==> src/rtl/fdcio_pkg.sv <==
// Package: fdcio_pkg
// Shared types and default geometry for the floppy port decoder.
// Assumes a 16-bit I/O space with fixed positions for the decoded bits.
package fdcio_pkg;

    localparam int ADDR_W_DEF    = 16;
    localparam int BIT_EXP_DEF   = 10;  // low for any expansion access
    localparam int BIT_GRP_DEF   = 7;   // low selects the controller group
    localparam int BIT_FN_HI_DEF = 8;   // function select, high half
    localparam int BIT_FN_LO_DEF = 0;   // function select, low half

    // Decoded destination of the current bus address
    typedef enum logic [2:0] {
        TGT_NONE   = 3'd0,
        TGT_STATUS = 3'd1,
        TGT_DATA   = 3'd2,
        TGT_MOTOR  = 3'd3,
        TGT_SPARE  = 3'd4
    } fdcio_tgt_t;

endpackage

==> src/rtl/fdcio_addr_match.sv <==
// Module: fdcio_addr_match
// Sparse partial address decoder. It examines only the four configured
// bit positions and maps them to a destination. It assumes the remaining
// address bits carry no meaning for this block.
module fdcio_addr_match
    import fdcio_pkg::*;
#(
    parameter int ADDR_W    = ADDR_W_DEF,
    parameter int BIT_EXP   = BIT_EXP_DEF,
    parameter int BIT_GRP   = BIT_GRP_DEF,
    parameter int BIT_FN_HI = BIT_FN_HI_DEF,
    parameter int BIT_FN_LO = BIT_FN_LO_DEF
) (
    input  logic [ADDR_W-1:0] addr,
    output fdcio_tgt_t        tgt
);

    logic       grp_hit;
    logic [1:0] fn_code;

    // Purpose: qualify the access as belonging to the controller group
    always_comb begin
        grp_hit = !addr[BIT_EXP] && !addr[BIT_GRP];
        fn_code = {addr[BIT_FN_HI], addr[BIT_FN_LO]};
    end

    // Purpose: translate the function bits into a destination
    always_comb begin
        tgt = TGT_NONE;
        if (grp_hit) begin
            case (fn_code)
                2'b00:   tgt = TGT_MOTOR;
                2'b01:   tgt = TGT_SPARE;
                2'b10:   tgt = TGT_STATUS;
                default: tgt = TGT_DATA;
            endcase
        end
    end

endmodule

==> src/rtl/fdcio_strobe_gate.sv <==
// Module: fdcio_strobe_gate
// Combines the decoded destination with the bus strobes. Drives the
// controller enables and the motor load enable. Assumes that read and
// write asserted together is a bus fault, which is suppressed.
module fdcio_strobe_gate
    import fdcio_pkg::*;
(
    input  fdcio_tgt_t tgt,
    input  logic       rd,
    input  logic       wr,
    output logic       ctl_sel,
    output logic       ctl_reg_sel,
    output logic       ctl_rd,
    output logic       ctl_wr,
    output logic       motor_we
);

    logic rd_only;
    logic wr_only;

    // Purpose: admit exactly one strobe at a time
    always_comb begin
        rd_only = rd && !wr;
        wr_only = wr && !rd;
    end

    // Purpose: produce the enables for the selected destination
    always_comb begin
        ctl_rd   = rd_only && (tgt == TGT_STATUS || tgt == TGT_DATA);
        ctl_wr   = wr_only && (tgt == TGT_DATA);
        motor_we = wr_only && (tgt == TGT_MOTOR);
        ctl_sel  = ctl_rd || ctl_wr;
        ctl_reg_sel = ctl_sel && (tgt == TGT_DATA);
    end

endmodule

==> src/rtl/fdcio_motor_latch.sv <==
// Module: fdcio_motor_latch
// One-bit storage for the shared motor enable. It loads on a qualified
// write and clears on a synchronous active-low reset, which has priority.
module fdcio_motor_latch (
    input  logic clk,
    input  logic rst_n,
    input  logic load,
    input  logic d,
    output logic q
);

    // Purpose: hold the motor enable, reset dominant
    always_ff @(posedge clk) begin
        if (!rst_n) begin
            q <= 1'b0;
        end else if (load) begin
            q <= d;
        end
    end

endmodule

==> src/rtl/fdcio_decoder.sv <==
// Module: fdcio_decoder
// Top level of the floppy controller port decoder. The decode outputs are
// combinational from the address and strobes. The motor output is
// registered. Assumes strobes are sampled in the clk domain.
module fdcio_decoder
    import fdcio_pkg::*;
#(
    parameter int ADDR_W    = ADDR_W_DEF,
    parameter int BIT_EXP   = BIT_EXP_DEF,
    parameter int BIT_GRP   = BIT_GRP_DEF,
    parameter int BIT_FN_HI = BIT_FN_HI_DEF,
    parameter int BIT_FN_LO = BIT_FN_LO_DEF
) (
    input  logic              clk,
    input  logic              rst_n,
    input  logic [ADDR_W-1:0] io_addr,
    input  logic              io_d0,
    input  logic              io_rd,
    input  logic              io_wr,
    output logic              ctl_sel,
    output logic              ctl_reg_sel,
    output logic              ctl_rd,
    output logic              ctl_wr,
    output logic              motor_on
);

    fdcio_tgt_t tgt;
    logic       motor_we;
    logic       addr_unused;

    // Purpose: mark the undecoded address bits as intentionally ignored
    assign addr_unused = ^io_addr;

    fdcio_addr_match #(
        .ADDR_W    (ADDR_W),
        .BIT_EXP   (BIT_EXP),
        .BIT_GRP   (BIT_GRP),
        .BIT_FN_HI (BIT_FN_HI),
        .BIT_FN_LO (BIT_FN_LO)
    ) i_match (
        .addr (io_addr),
        .tgt  (tgt)
    );

    fdcio_strobe_gate i_gate (
        .tgt         (tgt),
        .rd          (io_rd),
        .wr          (io_wr),
        .ctl_sel     (ctl_sel),
        .ctl_reg_sel (ctl_reg_sel),
        .ctl_rd      (ctl_rd),
        .ctl_wr      (ctl_wr),
        .motor_we    (motor_we)
    );

    fdcio_motor_latch i_motor (
        .clk   (clk),
        .rst_n (rst_n),
        .load  (motor_we),
        .d     (io_d0),
        .q     (motor_on)
    );

endmodule

==> config.mk <==
export PLATFORM = sky130hd
export DESIGN_NAME = fdcio_decoder
export DESIGN_NICKNAME = d
export VERILOG_FILES = /design/src/rtl/fdcio_pkg.sv /design/src/rtl/fdcio_addr_match.sv /design/src/rtl/fdcio_strobe_gate.sv /design/src/rtl/fdcio_motor_latch.sv /design/src/rtl/fdcio_decoder.sv
export SDC_FILE = /design/constraint.sdc
export NUM_CORES = 1
export LEC_CHECK = 0
export BUFFER_PORTS_ARGS = -buffer_cell sky130_fd_sc_hd__buf_2
export CORE_AREA = 2 2 39 41
export CTS_CLUSTER_SIZE = 28
export DETAILED_ROUTE_END_ITERATION = 8
export DIE_AREA = 0 0 41 43
export GPL_TIMING_DRIVEN = 0
export PLACE_DENSITY = 0.54
export SYNTH_ARGS = -nofsm -noshare
export SYNTH_HDL_FRONTEND = slang
export SYNTH_HIERARCHICAL = 1
export SYNTH_SLANG_ARGS = --single-unit
export TNS_END_PERCENT = 30
==> constraint.sdc <==
create_clock -name clk -period 2.1 [get_ports clk]
set_input_delay 0.21 -clock clk [delete_from_list [all_inputs] [get_ports clk]]
set_output_delay 0.21 -clock clk [all_outputs]
set_load 0.005 [all_outputs]
==> flow_results.org <==
** Placed design
- Post-DP Area :: 294.0 sq um
- Routability-driven placement finished with a final weighted congestion of ~0.6.
- After legalization and detailed placement, the total HPWL measured 347.5 um.
- Input and output buffers added on the ports amount to 13.
- Post-placement cell count :: 51

** Finish
- Number of fill cells in the layout :: 152
- Post-route insts no fill :: 51
- More flip-flops sit in one register than any other, and that register is i_motor/q.
- After routing the design area is 294.0 sq um.
- Area growth from synthesis to layout :: 40.72%
- Leaving out fill and tap cells, the most frequent cells in the layout are 13 x sky130_fd_sc_hd__buf_2, 3 x sky130_fd_sc_hd__inv_1, 3 x sky130_fd_sc_hd__ha_1, 2 x sky130_fd_sc_hd__nor2_1, 2 x sky130_fd_sc_hd__nor3_2.
- Most common library cell in the layout ignoring fill and taps :: sky130_fd_sc_hd__buf_2
- Flip-flop count of the largest register, all copies and words added :: 1
- Top Registers :: i_motor/q (1)
- In the final design database the tool counted 61 nets.
- The repair_antennas step left the layout with diodes totalling 0.
- In the final layout, the share of cells above drive strength 1 is 0.5143.

** Die
- Num rows :: 14
- Starting density of the core :: 0.1510
- Die Ht :: 43 um
- During I/O placement, the number of pins put on the boundary was 26.
- Overall die width :: around 40 um
- The region available for standard cell placement spans approximately 0.0014 sq mm.
- Die ar. :: 0.001763 sq mm

** Setup path
- First element of the critical path :: io_addr[0]
- Biggest fanout along the worst timing path :: 3
- Required time of the worst setup path :: 1.98 ns
- Walking the worst path, the cells encountered are buf_2 > inv_1 > ha_1 > nor3_2 > nand2b_4 > nor4b_1 > mux2i_1 > nor2b_1.
- Levels on crit path :: 8
- Following the worst setup path forward leads to its endpoint at i_motor/q$_SDFFE_PN0P_.
- The slowest stage of the critical path belongs to the cell sky130_fd_sc_hd__nor4b_1.
- The kind of cell with the highest combined delay along the critical path is simple AND/OR/NAND/NOR gates.
- STA puts the critical path data arrival time at about 1.7 ns.
- STA classifies the critical path endpoint as a flip-flop.
- The critical path is of the input pin to flip-flop type.
- In this run the critical register-to-register path is launched from i_motor/q$_SDFFE_PN0P_.
- On the worst path, the slowest cell contributes a delay of 0.32 ns.
- Critical path launch point type :: input pin
- Across all register-to-register paths, the minimum setup slack is 1.50 ns.
- Bufs and invs on worst path :: 2
- R2R Path End :: i_motor/q$_SDFFE_PN0P_
- Counting cells, the worst reg-to-reg path comes to 2.

** Pwr
- Dividing total power by cell area gives a power density of 184.3 mW/mm^2.
- Worst ir drop on vdd :: around 0.11 mV
- Lkg Pwr :: 0.1411 nW

** Routing
- In the routed design, unresolved DRC markers number 0.
- Summing over every cut layer, the via total after detailed routing is around 190.
- The detail route stage leaves a number of antenna-violating nets equal to 0.
- Number of search-and-repair iterations in the first detailed-routing pass :: 1
- Wirelength per Cell :: 7.745 um
- Wires add up to 395 um.
- Routed vias/inst :: 3.765
- Initial DRC Count :: 0

** Global route
- Combined global-route utilization of all metal layers :: 0.04004
- The first global-routing pass estimated 538 um of wire.
- Initial antenna violation count :: 0
- In the global route stage, met1 resource usage came out at 0.06369.
- Maximum number of pins on one net before global-route repair :: 5
- Grt met3 use :: 0.01571
- The number of global-route vias before repair was 139.
- met1 is the most crowded layer.
- Summed over all layers, the global routing overflow is 0.
- For this run, global-route usage on met2 was measured as 0.05313.

** Timing
- Of the available clock period, the critical path in the final layout requires 0.8527.
- Final Hold Violating Endpoints :: 0
- Final setup violation count :: 0
- Total negative setup slack :: 0 ns
- The number of pins exceeding their max-slew limit in the final report is 0.
- Shortest clock period the worst path allows after layout :: between 1.5 and 2 ns
- Maximum operating frequency :: 558.5 MHz
- Setup repair after global routing missed its margin :: false
- The worst pin sits at a relative slew slack of 0.7190.
- Setup clock skew after layout :: 0 ns
- Transition time at the pin with the least slew margin :: ~0.42 ns

** Yosys
- Gate count of the mapped netlist :: 22
- Counting distinct cell types in the post-synthesis netlist gives 16.
- Post-synthesis average cell area :: 9.498 sq um
- Syn Std Cell Area :: between 200 and 250 sq um
- Yosys warning total :: 6
- Flip-flop and latch count after synthesis :: 1
- The number of nets handed over by synthesis was 46.
- Proportion of synthesized chip area in sequential cells :: 0.09581

** CTS
- Once the clock tree was built, the resizer swapped 0 gates to a different size.
- Buffers added to address setup during post-CTS repair amount to 0.
- Clock latency on the worst-skew pair, taken at its later pin, is 0 ns.
- Hold repair after CTS inserted 0 buffers.
- Clock-pin slew of the registers on the worst-case setup and hold paths :: 0 ns

** Run
- Total of max-cap violations :: 0

** Run status
- Run status :: completed

** Worst hold path
- Hold wc startpoint :: rst_n
- Hold Crit Class :: input pin to flip-flop
-- metal layers --
metal  vias up  wire length [um]
li1        103                 -
met1        77               186
met2        12               134
met3         0                73
met4         0                 0
met5         -                 0
-- cell usage after synthesis --
cell / n / area (sq um)
sky130_fd_sc_hd__xor2_1: 1 / 8.760
sky130_fd_sc_hd__nor2_1: 2 / 7.510
sky130_fd_sc_hd__nor3_2: 2 / 20.02
sky130_fd_sc_hd__ha_1: 3 / 37.54
sky130_fd_sc_hd__nand3b_1: 1 / 7.510
sky130_fd_sc_hd__mux2i_1: 1 / 10.01
sky130_fd_sc_hd__nor3_1: 1 / 5.000
sky130_fd_sc_hd__o21bai_1: 1 / 7.510
sky130_fd_sc_hd__dfxtp_1: 1 / 20.02
sky130_fd_sc_hd__inv_1: 3 / 11.26
sky130_fd_sc_hd__nor3b_2: 1 / 12.51
sky130_fd_sc_hd__nand2b_4: 1 / 13.76
sky130_fd_sc_hd__xnor2_1: 1 / 8.760
sky130_fd_sc_hd__nor4b_4: 1 / 23.77
sky130_fd_sc_hd__nor2b_1: 1 / 6.260
sky130_fd_sc_hd__nor4b_1: 1 / 8.760
-- per-stage QoR --
step | setup slack [ns] | util | hold slack, ns | total power [W]
5_1_grt | 0.2191 | 0.2125 | 0.4334 | 0.00005819
4_1_cts | 0.2978 | 0.2125 | 0.4296 | 0.00005470
3_5_place_dp | 0.3051 | 0.2125 | 0.4296 | 0.00005424
2_1_floorplan | 0.5063 | - | 0.3382 | 0.00003827
3_3_place_gp | 0.3347 | 0.2125 | 0.4290 | 0.00005442
6_report | 0.3094 | 0.2125 | 0.4349 | 0.00005419
-- worst reg2reg max path, cell delays in order, from the launching register on --
cell	delay, ns
sky130_fd_sc_hd__dfxtp_1	0.28
sky130_fd_sc_hd__mux2i_1	0.13
sky130_fd_sc_hd__nor2b_1	0.06
-- cell families after synthesis --
kind of cell | Yosys count | share of synthesized area
buffers and inverters | 3 | 0.05389
muxes | 1 | 0.04791
xor gates and xnor gates | 2 | 0.08385
AOI/OAI and AO/OA | 1 | 0.03594
adders and majority gates | 3 | 0.1797
DFF | 1 | 0.09581
and+or+nand+nor | 11 | 0.5030
-- worst min-delay path by stage --
| stage | endpoint | slack, ns | depth (start not counted) |
|---|---|---|---|
| finish | i_motor/q$_SDFFE_PN0P_ | 0.43 | 2 |
| global placement | i_motor/q$_SDFFE_PN0P_ | 0.43 | 2 |
| global route | i_motor/q$_SDFFE_PN0P_ | 0.43 | 2 |
| CTS | i_motor/q$_SDFFE_PN0P_ | 0.43 | 2 |
| floorplan | i_motor/q$_SDFFE_PN0P_ | 0.34 | 1 |
| detailed placement | i_motor/q$_SDFFE_PN0P_ | 0.43 | 2 |
-- report_power, final --
part           switching (W)  internal (W)
clock network              0             0
registers       0.0000000158     0.0000194
logic              0.0000175     0.0000172
total              0.0000175     0.0000366
-- layout make-up --
class	instances	area, sq um	area share
multi-input combinational	18	177.7	0.6043
inverter	3	11.26	0.03830
timing repair buffer	13	65.06	0.2213
tap	16	20.02	0.06809
sequential	1	20.02	0.06809
Power figures use the tool's default switching activity.
